## config.mk

```make
export PLATFORM = sky130hd
export DESIGN_NAME = sdf_fft_stage
export DESIGN_NICKNAME = d
export VERILOG_FILES = /design/src/rtl/sdf_pkg.sv /design/src/rtl/sdf_twiddle_rom.sv /design/src/rtl/sdf_delay_mem.sv /design/src/rtl/sdf_butterfly.sv /design/src/rtl/sdf_fft_stage.sv
export SDC_FILE = /design/constraint.sdc
export NUM_CORES = 2
export LEC_CHECK = 0
export BUFFER_PORTS_ARGS = -buffer_cell sky130_fd_sc_hd__clkbuf_2
export CAP_MARGIN = 20
export CORE_UTILIZATION = 49
export DETAILED_ROUTE_END_ITERATION = 6
export PLACE_DENSITY = 0.71
export SYNTH_ARGS = -nofsm -noshare
export SYNTH_HDL_FRONTEND = slang
export SYNTH_SLANG_ARGS = --single-unit
```

## constraint.sdc

```tcl
create_clock -name clk -period 24.7 [get_ports clk]
set_input_delay 6.175 -clock clk [delete_from_list [all_inputs] [get_ports clk]]
set_output_delay 6.175 -clock clk [all_outputs]
set_load 0.01 [all_outputs]
```

## src/rtl/sdf_pkg.sv

```systemverilog
package sdf_pkg;
    localparam int DW   = 18;
    localparam int WIDE = 48;

    typedef logic signed [DW-1:0]   samp_t;
    typedef logic signed [WIDE-1:0] wide_t;

    typedef struct packed {
        samp_t re;
        samp_t im;
    } cplx_t;

    localparam samp_t SMAX = {1'b0, {(DW-1){1'b1}}};
    localparam samp_t SMIN = {1'b1, {(DW-1){1'b0}}};
    localparam wide_t WMAX = {{(WIDE-DW+1){1'b0}}, {(DW-1){1'b1}}};
    localparam wide_t WMIN = {{(WIDE-DW+1){1'b1}}, {(DW-1){1'b0}}};

    function automatic wide_t widen(input samp_t v);
        return {{(WIDE-DW){v[DW-1]}}, v};
    endfunction

    function automatic samp_t clamp(input wide_t v);
        if (v > WMAX)      return SMAX;
        else if (v < WMIN) return SMIN;
        else               return v[DW-1:0];
    endfunction
endpackage

```

## src/rtl/sdf_twiddle_rom.sv

```systemverilog
module sdf_twiddle_rom #(
    parameter int LOG2N = 4,
    parameter int STAGE = 0,
    parameter int AW    = 3,
    parameter int TW_W  = 18,
    parameter int TW_F  = 16
) (
    input  logic [AW-1:0]          idx,
    output logic signed [TW_W-1:0] w_re,
    output logic signed [TW_W-1:0] w_im
);
    localparam int ENTRIES = 1 << AW;
    localparam real PI     = 3.14159265358979323846;

    function automatic logic signed [TW_W-1:0] coef(input int k, input bit want_sine);
        real ang;
        real v;
        int  q;
        ang = 2.0 * PI * real'(k) / (2.0 ** LOG2N);
        v   = want_sine ? -$sin(ang) : $cos(ang);
        v   = v * (2.0 ** TW_F);
        q   = $rtoi(v >= 0.0 ? v + 0.5 : v - 0.5);
        return q[TW_W-1:0];
    endfunction

    logic signed [TW_W-1:0] tab_re [ENTRIES];
    logic signed [TW_W-1:0] tab_im [ENTRIES];

    for (genvar i = 0; i < ENTRIES; i++) begin : g_tab
        assign tab_re[i] = coef(i << STAGE, 1'b0);
        assign tab_im[i] = coef(i << STAGE, 1'b1);
    end

    assign w_re = tab_re[idx];
    assign w_im = tab_im[idx];
endmodule

```

## src/rtl/sdf_delay_mem.sv

```systemverilog
module sdf_delay_mem #(
    parameter int AW = 3,
    parameter int W  = 36
) (
    input  logic          clk,
    input  logic          we,
    input  logic [AW-1:0] addr,
    input  logic [W-1:0]  wdata,
    output logic [W-1:0]  rdata
);
    localparam int DEPTH = 1 << AW;

    logic [W-1:0] mem [DEPTH];

    always_ff @(posedge clk) begin
        if (we) mem[addr] <= wdata;
    end

    assign rdata = mem[addr];
endmodule

```

## src/rtl/sdf_butterfly.sv

```systemverilog
module sdf_butterfly
    import sdf_pkg::*;
#(
    parameter int TW_W = 18,
    parameter int TW_F = 16
) (
    input  cplx_t                  a,
    input  cplx_t                  b,
    input  logic signed [TW_W-1:0] w_re,
    input  logic signed [TW_W-1:0] w_im,
    output cplx_t                  sum_o,
    output cplx_t                  dif_o
);
    wide_t ar, ai, br, bi, wr, wi;
    wide_t sr, si, dr, di, pr, pi, qr, qi, rnd;
    logic  hi_r, lo_r, hi_i, lo_i;

    always_comb begin
        ar = widen(a.re);
        ai = widen(a.im);
        br = widen(b.re);
        bi = widen(b.im);
        wr = {{(WIDE-TW_W){w_re[TW_W-1]}}, w_re};
        wi = {{(WIDE-TW_W){w_im[TW_W-1]}}, w_im};
        rnd = {{(WIDE-1){1'b0}}, 1'b1} <<< TW_F;

        sr = (ar + br + 1) >>> 1;
        si = (ai + bi + 1) >>> 1;
        sum_o.re = sr[DW-1:0];
        sum_o.im = si[DW-1:0];

        dr = ar - br;
        di = ai - bi;
        pr = dr * wr - di * wi;
        pi = dr * wi + di * wr;
        qr = (pr + rnd) >>> (TW_F + 1);
        qi = (pi + rnd) >>> (TW_F + 1);

        hi_r = qr > WMAX;
        lo_r = qr < WMIN;
        hi_i = qi > WMAX;
        lo_i = qi < WMIN;

        dif_o.re = clamp(qr);
        dif_o.im = clamp(qi);
    end

    always_comb begin
        if (hi_r) p_clamp_hi_re_r5: assert (dif_o.re == SMAX) else $error("clamp hi re");
        if (lo_r) p_clamp_lo_re_r5: assert (dif_o.re == SMIN) else $error("clamp lo re");
        if (hi_i) p_clamp_hi_im_r5: assert (dif_o.im == SMAX) else $error("clamp hi im");
        if (lo_i) p_clamp_lo_im_r5: assert (dif_o.im == SMIN) else $error("clamp lo im");
    end
endmodule

```

## src/rtl/sdf_fft_stage.sv

```systemverilog
module sdf_fft_stage
    import sdf_pkg::*;
#(
    parameter int LOG2N = 4,
    parameter int STAGE = 0,
    parameter int TW_W  = 18,
    parameter int TW_F  = 16
) (
    input  logic        clk,
    input  logic        rst,
    input  logic        in_valid,
    input  logic [17:0] in_re,
    input  logic [17:0] in_im,
    output logic        out_valid,
    output logic [17:0] out_re,
    output logic [17:0] out_im
);
    localparam int CW = LOG2N - STAGE;
    localparam int AW = (CW > 1) ? CW - 1 : 1;

    typedef struct packed {
        logic [CW-1:0] cnt;
        logic          primed;
        logic          vld;
        cplx_t         dat;
    } state_t;

    state_t st_d, st_q;

    logic          phase;
    logic [AW-1:0] idx;
    cplx_t         x_in, head, mem_wd, sum_c, dif_c;
    logic          mem_we;
    logic signed [TW_W-1:0] w_re, w_im;

    assign x_in.re = in_re;
    assign x_in.im = in_im;
    assign phase   = st_q.cnt[CW-1];

    if (CW > 1) begin : g_idx
        assign idx = st_q.cnt[AW-1:0];
    end else begin : g_idx1
        assign idx = '0;
    end

    sdf_delay_mem #(.AW(AW), .W(2*DW)) u_mem (
        .clk   (clk),
        .we    (mem_we),
        .addr  (idx),
        .wdata (mem_wd),
        .rdata (head)
    );

    sdf_twiddle_rom #(.LOG2N(LOG2N), .STAGE(STAGE), .AW(AW),
                      .TW_W(TW_W), .TW_F(TW_F)) u_rom (
        .idx  (idx),
        .w_re (w_re),
        .w_im (w_im)
    );

    sdf_butterfly #(.TW_W(TW_W), .TW_F(TW_F)) u_bfly (
        .a     (head),
        .b     (x_in),
        .w_re  (w_re),
        .w_im  (w_im),
        .sum_o (sum_c),
        .dif_o (dif_c)
    );

    always_comb begin
        st_d     = st_q;
        st_d.vld = 1'b0;
        mem_we   = 1'b0;
        mem_wd   = x_in;
        if (in_valid) begin
            st_d.cnt = st_q.cnt + {{(CW-1){1'b0}}, 1'b1};
            mem_we   = 1'b1;
            if (phase) begin
                mem_wd      = dif_c;
                st_d.dat    = sum_c;
                st_d.vld    = 1'b1;
                st_d.primed = 1'b1;
            end else begin
                mem_wd   = x_in;
                st_d.dat = head;
                st_d.vld = st_q.primed;
            end
        end
    end

    always_ff @(posedge clk) begin
        if (rst) st_q <= '0;
        else     st_q <= st_d;
    end

    assign out_valid = st_q.vld;
    assign out_re    = st_q.dat.re;
    assign out_im    = st_q.dat.im;

    p_valid_src_r1: assert property (@(posedge clk) disable iff (rst)
        out_valid |-> $past(in_valid));

    p_unprimed_r2: assert property (@(posedge clk) disable iff (rst)
        (in_valid && !phase && !st_q.primed) |=> !out_valid);

    p_fill_head_r4: assert property (@(posedge clk) disable iff (rst)
        (in_valid && !phase && st_q.primed) |=>
            (out_re == $past(head.re) && out_im == $past(head.im)));

    p_idle_hold_r6: assert property (@(posedge clk) disable iff (rst)
        !in_valid |=> (!out_valid && $stable(st_q.cnt) && $stable(out_re) && $stable(out_im)));

    p_reset_clear_r7: assert property (@(posedge clk)
        rst |=> (!out_valid && out_re == '0 && out_im == '0));
endmodule

```

* Word level (Yosys, flattened, before mapping) *
Memories as Yosys holds them, arrays and structs flattened. A register that Yosys moved wholly into a read port is not among the register bits.
Index checks and enable logic that the tools add are counted.

cells by class
  muxes and demuxes = 16
  multipliers = 4
  bitwise logic cells = 2
  reduce and logical (&&, ||, !) cells = 2
  $lt $le $gt $ge = 5
  add/subtract/negate cells = 11

operators by type and width
  cell                    count
  $mul 19x18->37          4
  $mux 18                 8
  $add 48x18->48 const B  2
  $mux 36                 2
  $gt 31x18->1 const B    2
  $lt 31x18->1 const B    2
  $add 48x48->48          1
  $sub 48x48->48          1
  $add 18x18->19          2
  $add 19x2->19 const B   2
  $sub 18x18->19          2
  $mux 37                 1
  $mux 3                  2
  $add 4x1->4 const B     1
  $ge 4x4->1 const B      1
  $not 3->4               1
  $mux 1                  3
  $reduce_and 2->1        1
  $reduce_or 2->1         1
  $not 1->1               1

word-level totals
  bits in writable memories = 288
  memories kept = 3
  output and inout bits = 37
  ROM bits = 288
  bits of input ports = 39
  register bits = 42

memories
  memory           words  width  read ports  clocked after memory_dff  write ports  RTL line               text
  u_mem.mem        8      36     1           1                         1            sdf_delay_mem.sv:13    logic [W-1:0] mem [DEPTH];
  (no name shown)  8      18     1           0                         0            sdf_twiddle_rom.sv:34  assign w_re = tab_re[idx];
  (no name shown)  8      18     1           0                         0            sdf_twiddle_rom.sv:35  assign w_im = tab_im[idx];

* Logic depth before layout (Yosys ltp) *
  depth in word-level cells = 12
  gate-level depth with buffers = 58

* Hierarchy *
Synthesis repeated with hierarchy kept, for this count alone.

second synthesis, totals
  cells, all modules = 6784
  area, all modules = 68916.1 µm²

modules (own cells, without submodules)
  module           cells each  times used  area an instance (µm²)
  sdf_butterfly    5994        1           54767.5
  sdf_delay_mem    472         1           11118.2
  sdf_fft_stage    261         1           2685.1
  sdf_twiddle_rom  57          1           345.3

* Least setup slack after synthesis *
No wires, ideal clock.

  kind = input port to flip-flop
  from = input in_im[0]
  to = memory u_mem.mem[0][27] (data pin)
  data arrival time = 16.641 ns
  data required time = 24.463 ns
  stages = 48
  library setup time = 0.237 ns
  setup slack = 7.822 ns
  cell sequence = ha_1 -> fa_1 -> nor2b_1 -> o21ai_0 -> a21boi_0 -> o21ai_0 -> a21oi_1 -> a211oi_1 -> nor3_2 -> a311o_1 -> xor2_1 -> clkbuf_1 -> nand2_1 -> fa_1 -> inv_1 -> fa_1 -> fa_1 -> inv_1 -> [12 not listed] -> a41oi_1 -> a21oi_1 -> o21ai_0 -> nand2b_1 -> xnor2_1 -> ha_1 -> ha_1 -> a21oi_1 -> nor2_1 -> nor2_1 -> o21ai_0 -> a21o_1 -> a2bb2oi_2 -> o211ai_2 -> o41ai_4 -> buf_6 -> nand2_1 -> a31oi_1

RTL lines
  item                RTL line             text
  start: declaration  sdf_fft_stage.sv:13  input logic [17:0] in_im,
  end: declaration    sdf_delay_mem.sv:13

==> flow_summary.yaml <==
outcome:
  violations: "design-rule violations"
  status: "finished with violations"
sta:
  skew_ns: 0.0192
  setup_tns_ns: 0
  fin_crit_sh_pct: 76.5
  final-hold-violation-count: 0
  setup_viol: 0
  worstMarginPinSlew_ns: 1.21
  timing.fmax_mhz: 52.9
  period_minus_slack_ns: 18.90
  relSlewSlack_pct: 18.5
  rsz0062_at_grt: "false"
  drv_slew: 0
clock_tree:
  clkTransAtPathRegs_ns: 0.08
  hold_buffers: 0
  cts-htree-levels: 1
  cts_made_buffers: 24
  cts_tree: "built"
  clock_latency_ns: 0.57
  cts_resized: 0
  clockBufferDepth: 3
  cts_setup_buffers: 0
  clkSinkCount: 333
  cts_root_buf: "clkbuf_16"
worst_setup_path:
  cp-endpoint: "u_mem.mem[1][26]$_DFFE_PP_"
  reg2reg_depth: 50
  crit_path_frequent_cell: "inv_1"
  crit_path_start_kind: "input port"
  r2r-end: "u_mem.mem[1][26]$_DFFE_PP_"
  reg2reg_setup_slack_ns: 8.89
  slowest_stage: "o21bai_2"
  cp-startpoint: "in_im[1]"
  cp_max_fo: 17
  criticalPathCategory: "in2reg"
  max_stage_delay_ns: 0.91
  cp-end-kind: "flop"
  crit_arrival_ns: 19.09
  worst-endpoint-required_ns: 24.88
floorplanning:
  pin_count: 76
  fp.coreArea_sq_um: 134000
  fp.dieH_um: 370
  die_x_um: 370
  die_area_sq_um: 137000
  initial_core_util_pct: 49.5
  rows: 134
logic_synthesis:
  syn-instance-count: 6743
  yosys-top-cells-area: "fa_1 38%, edfxtp_1 13%, ha_1 13%"
  syn_nets: 8694
  syn_area_sq_um: 66200
  synth-seq-cells: 333
  postSynth.asyncResetShare_pct: 0
  yosys_warnings: 0
  synth_ff_type: "edfxtp_1"
  synth_commonest_cells: "1599 x inv_1, 1243 x fa_1, 693 x nor2_1, 669 x ha_1, 397 x nand2_1"
  avgSynthCellArea_sq_um: 9.82
  synth_edf_count: 288
  synthMostInstantiatedCell: "inv_1"
  synth_cell_types: 87
  yosysTopAreaCell: "fa_1"
  synth.top_cell.area_share_pct: 37.6
  ys_seq_area_share_pct: 14.4
finish:
  areaGrowthSynthToFinish_pct: 5.30
  fin_nets: 8671
  drive_gt1_share_pct: 6.37
detailed_routing:
  wl_per_cell_um: 22.9
  drtIter0Drc: 4473
  postRouteAntennaNets: 0
  first_pass_iters: 7
  wl_um: 195000
  drc: 1
  vias: 47777
  vias_per_cell: 5.61
grt:
  grt_use_total_pct: 29.3
  grt_pass1_wl_um: 300000
  grt_max_degree: 65
  antenna_found_initial: 8
  overflow: 0
  grt_pass1_vias: 50443
hold_path:
  worstHoldStart: "out_im[4]$_SDFFE_PP0P_"
  min_path_type: "reg2reg"
run:
  drv_cap: 0
placed_design:
  gp_congestion: 1.02
  dp_hpwl_um: 161000
  port_buffers: 75
-- metal layers --
| metal | track usage, % | routed length (um) |
|---|---|---|
| met1 | 38.5 | 74900 |
| met5 | 0 | 26 |
| met2 | 47.3 | 90000 |
| met4 | 13.2 | 10700 |
| met3 | 5.41 | 19200 |
-- kinds of logic (layout without fill, tap and decap cells) --
logic type      after synthesis  count (layout)  synth area share, %
xor+xnor                    348             348                 4.62
fa+ha+maj                  1921            1921                 50.4
other cells                   0               4                    0
simple gates               1422            1422                 9.20
flops                       333             333                 14.4
compound gates              738             738                 7.25
buf+inv                    1849            1844                 10.7
mux                         132             132                 3.42
-- state kept, by name (all words and copies together), names as in the netlist, named ones only --
register,count
idx,3
out_im,18
out_re,18
out_valid,1
phase,1
st_q,1
u_mem.mem,288
-- per-stage QoR --
| stage | std cells | worst slack, ns | util, % | area (sq um) | hold WS (ns) |
|---|---|---|---|---|---|
| after floorplan | 6743 | 7.82 | - | 66200 | 0.426 |
| after global placement | 8457 | 5.61 | 51.4 | 68800 | 0.453 |
| after detailed placement | 8458 | 5.45 | 51.4 | 68800 | 0.463 |
| after CTS | 8502 | 6.01 | 52.1 | 69600 | 0.481 |
| after global routing | 8506 | 5.05 | 52.1 | 69700 | 0.501 |
| final | 8510 | 5.80 | 52.1 | 69700 | 0.480 |
-- layout by cell type, fill, tap and decap left out, types with 10 or more instances in the layout --
cell type and n:
a31oi_1 50, and2_1 31, dfxtp_1 40, nor2b_1 50, a21oi_2 11, or2_2 14, xor2_1 93, nand2_1 397
mux2i_1 25, buf_4 119, o21bai_1 37, and3_1 27, fa_1 1243, mux4_2 72, nor3_1 57, or3_1 19
clkbuf_2 75, o211ai_1 10, a21oi_1 245, o21ai_0 101, o21a_1 20, nand4_1 16, ha_1 668, o21ai_1 10
xnor2_1 248, nand3_1 42, a211oi_1 28, nor2_1 686, clkbuf_16 25, a21o_1 112, edfxtp_1 288, inv_1 1599
nand2b_1 42, mux2_2 35
-- critical path: cells and delay by family --
kind	cells	cell delay [ns]
compound gates	18	5.53
fa+ha+maj	10	4.34
simple gates	8	1.19
xor+xnor	3	0.92
buf+inv	9	0.88
-- how the worst min path moves through the flow --
stage / slack [ns] / endpoint / depth (start not counted)
after global placement: 0.45 / st_q[37]$_SDFFE_PP0P_ / 2
after CTS: 0.48 / out_im[4]$_SDFFE_PP0P_ / 2
after floorplan: 0.43 / out_im[14]$_SDFFE_PP0P_ / 2
after global routing: 0.50 / out_im[4]$_SDFFE_PP0P_ / 2
final: 0.48 / out_im[4]$_SDFFE_PP0P_ / 2
after detailed placement: 0.46 / st_q[37]$_SDFFE_PP0P_ / 2
-- cell type report --
type                    count  area [sq um]
flip-flops and latches    333          9560
clock inverters            16           206
diodes                      4          10.0
multi-input cells        4561         49700
well taps                1768          2210
fillers                 12057         64100
repair buffers            199          1330
clock buffers              28           637
inverters                1601          6010
Power is not shown: default switching activity piles up to over one toggle a cycle in this logic, so the estimate is an artifact.
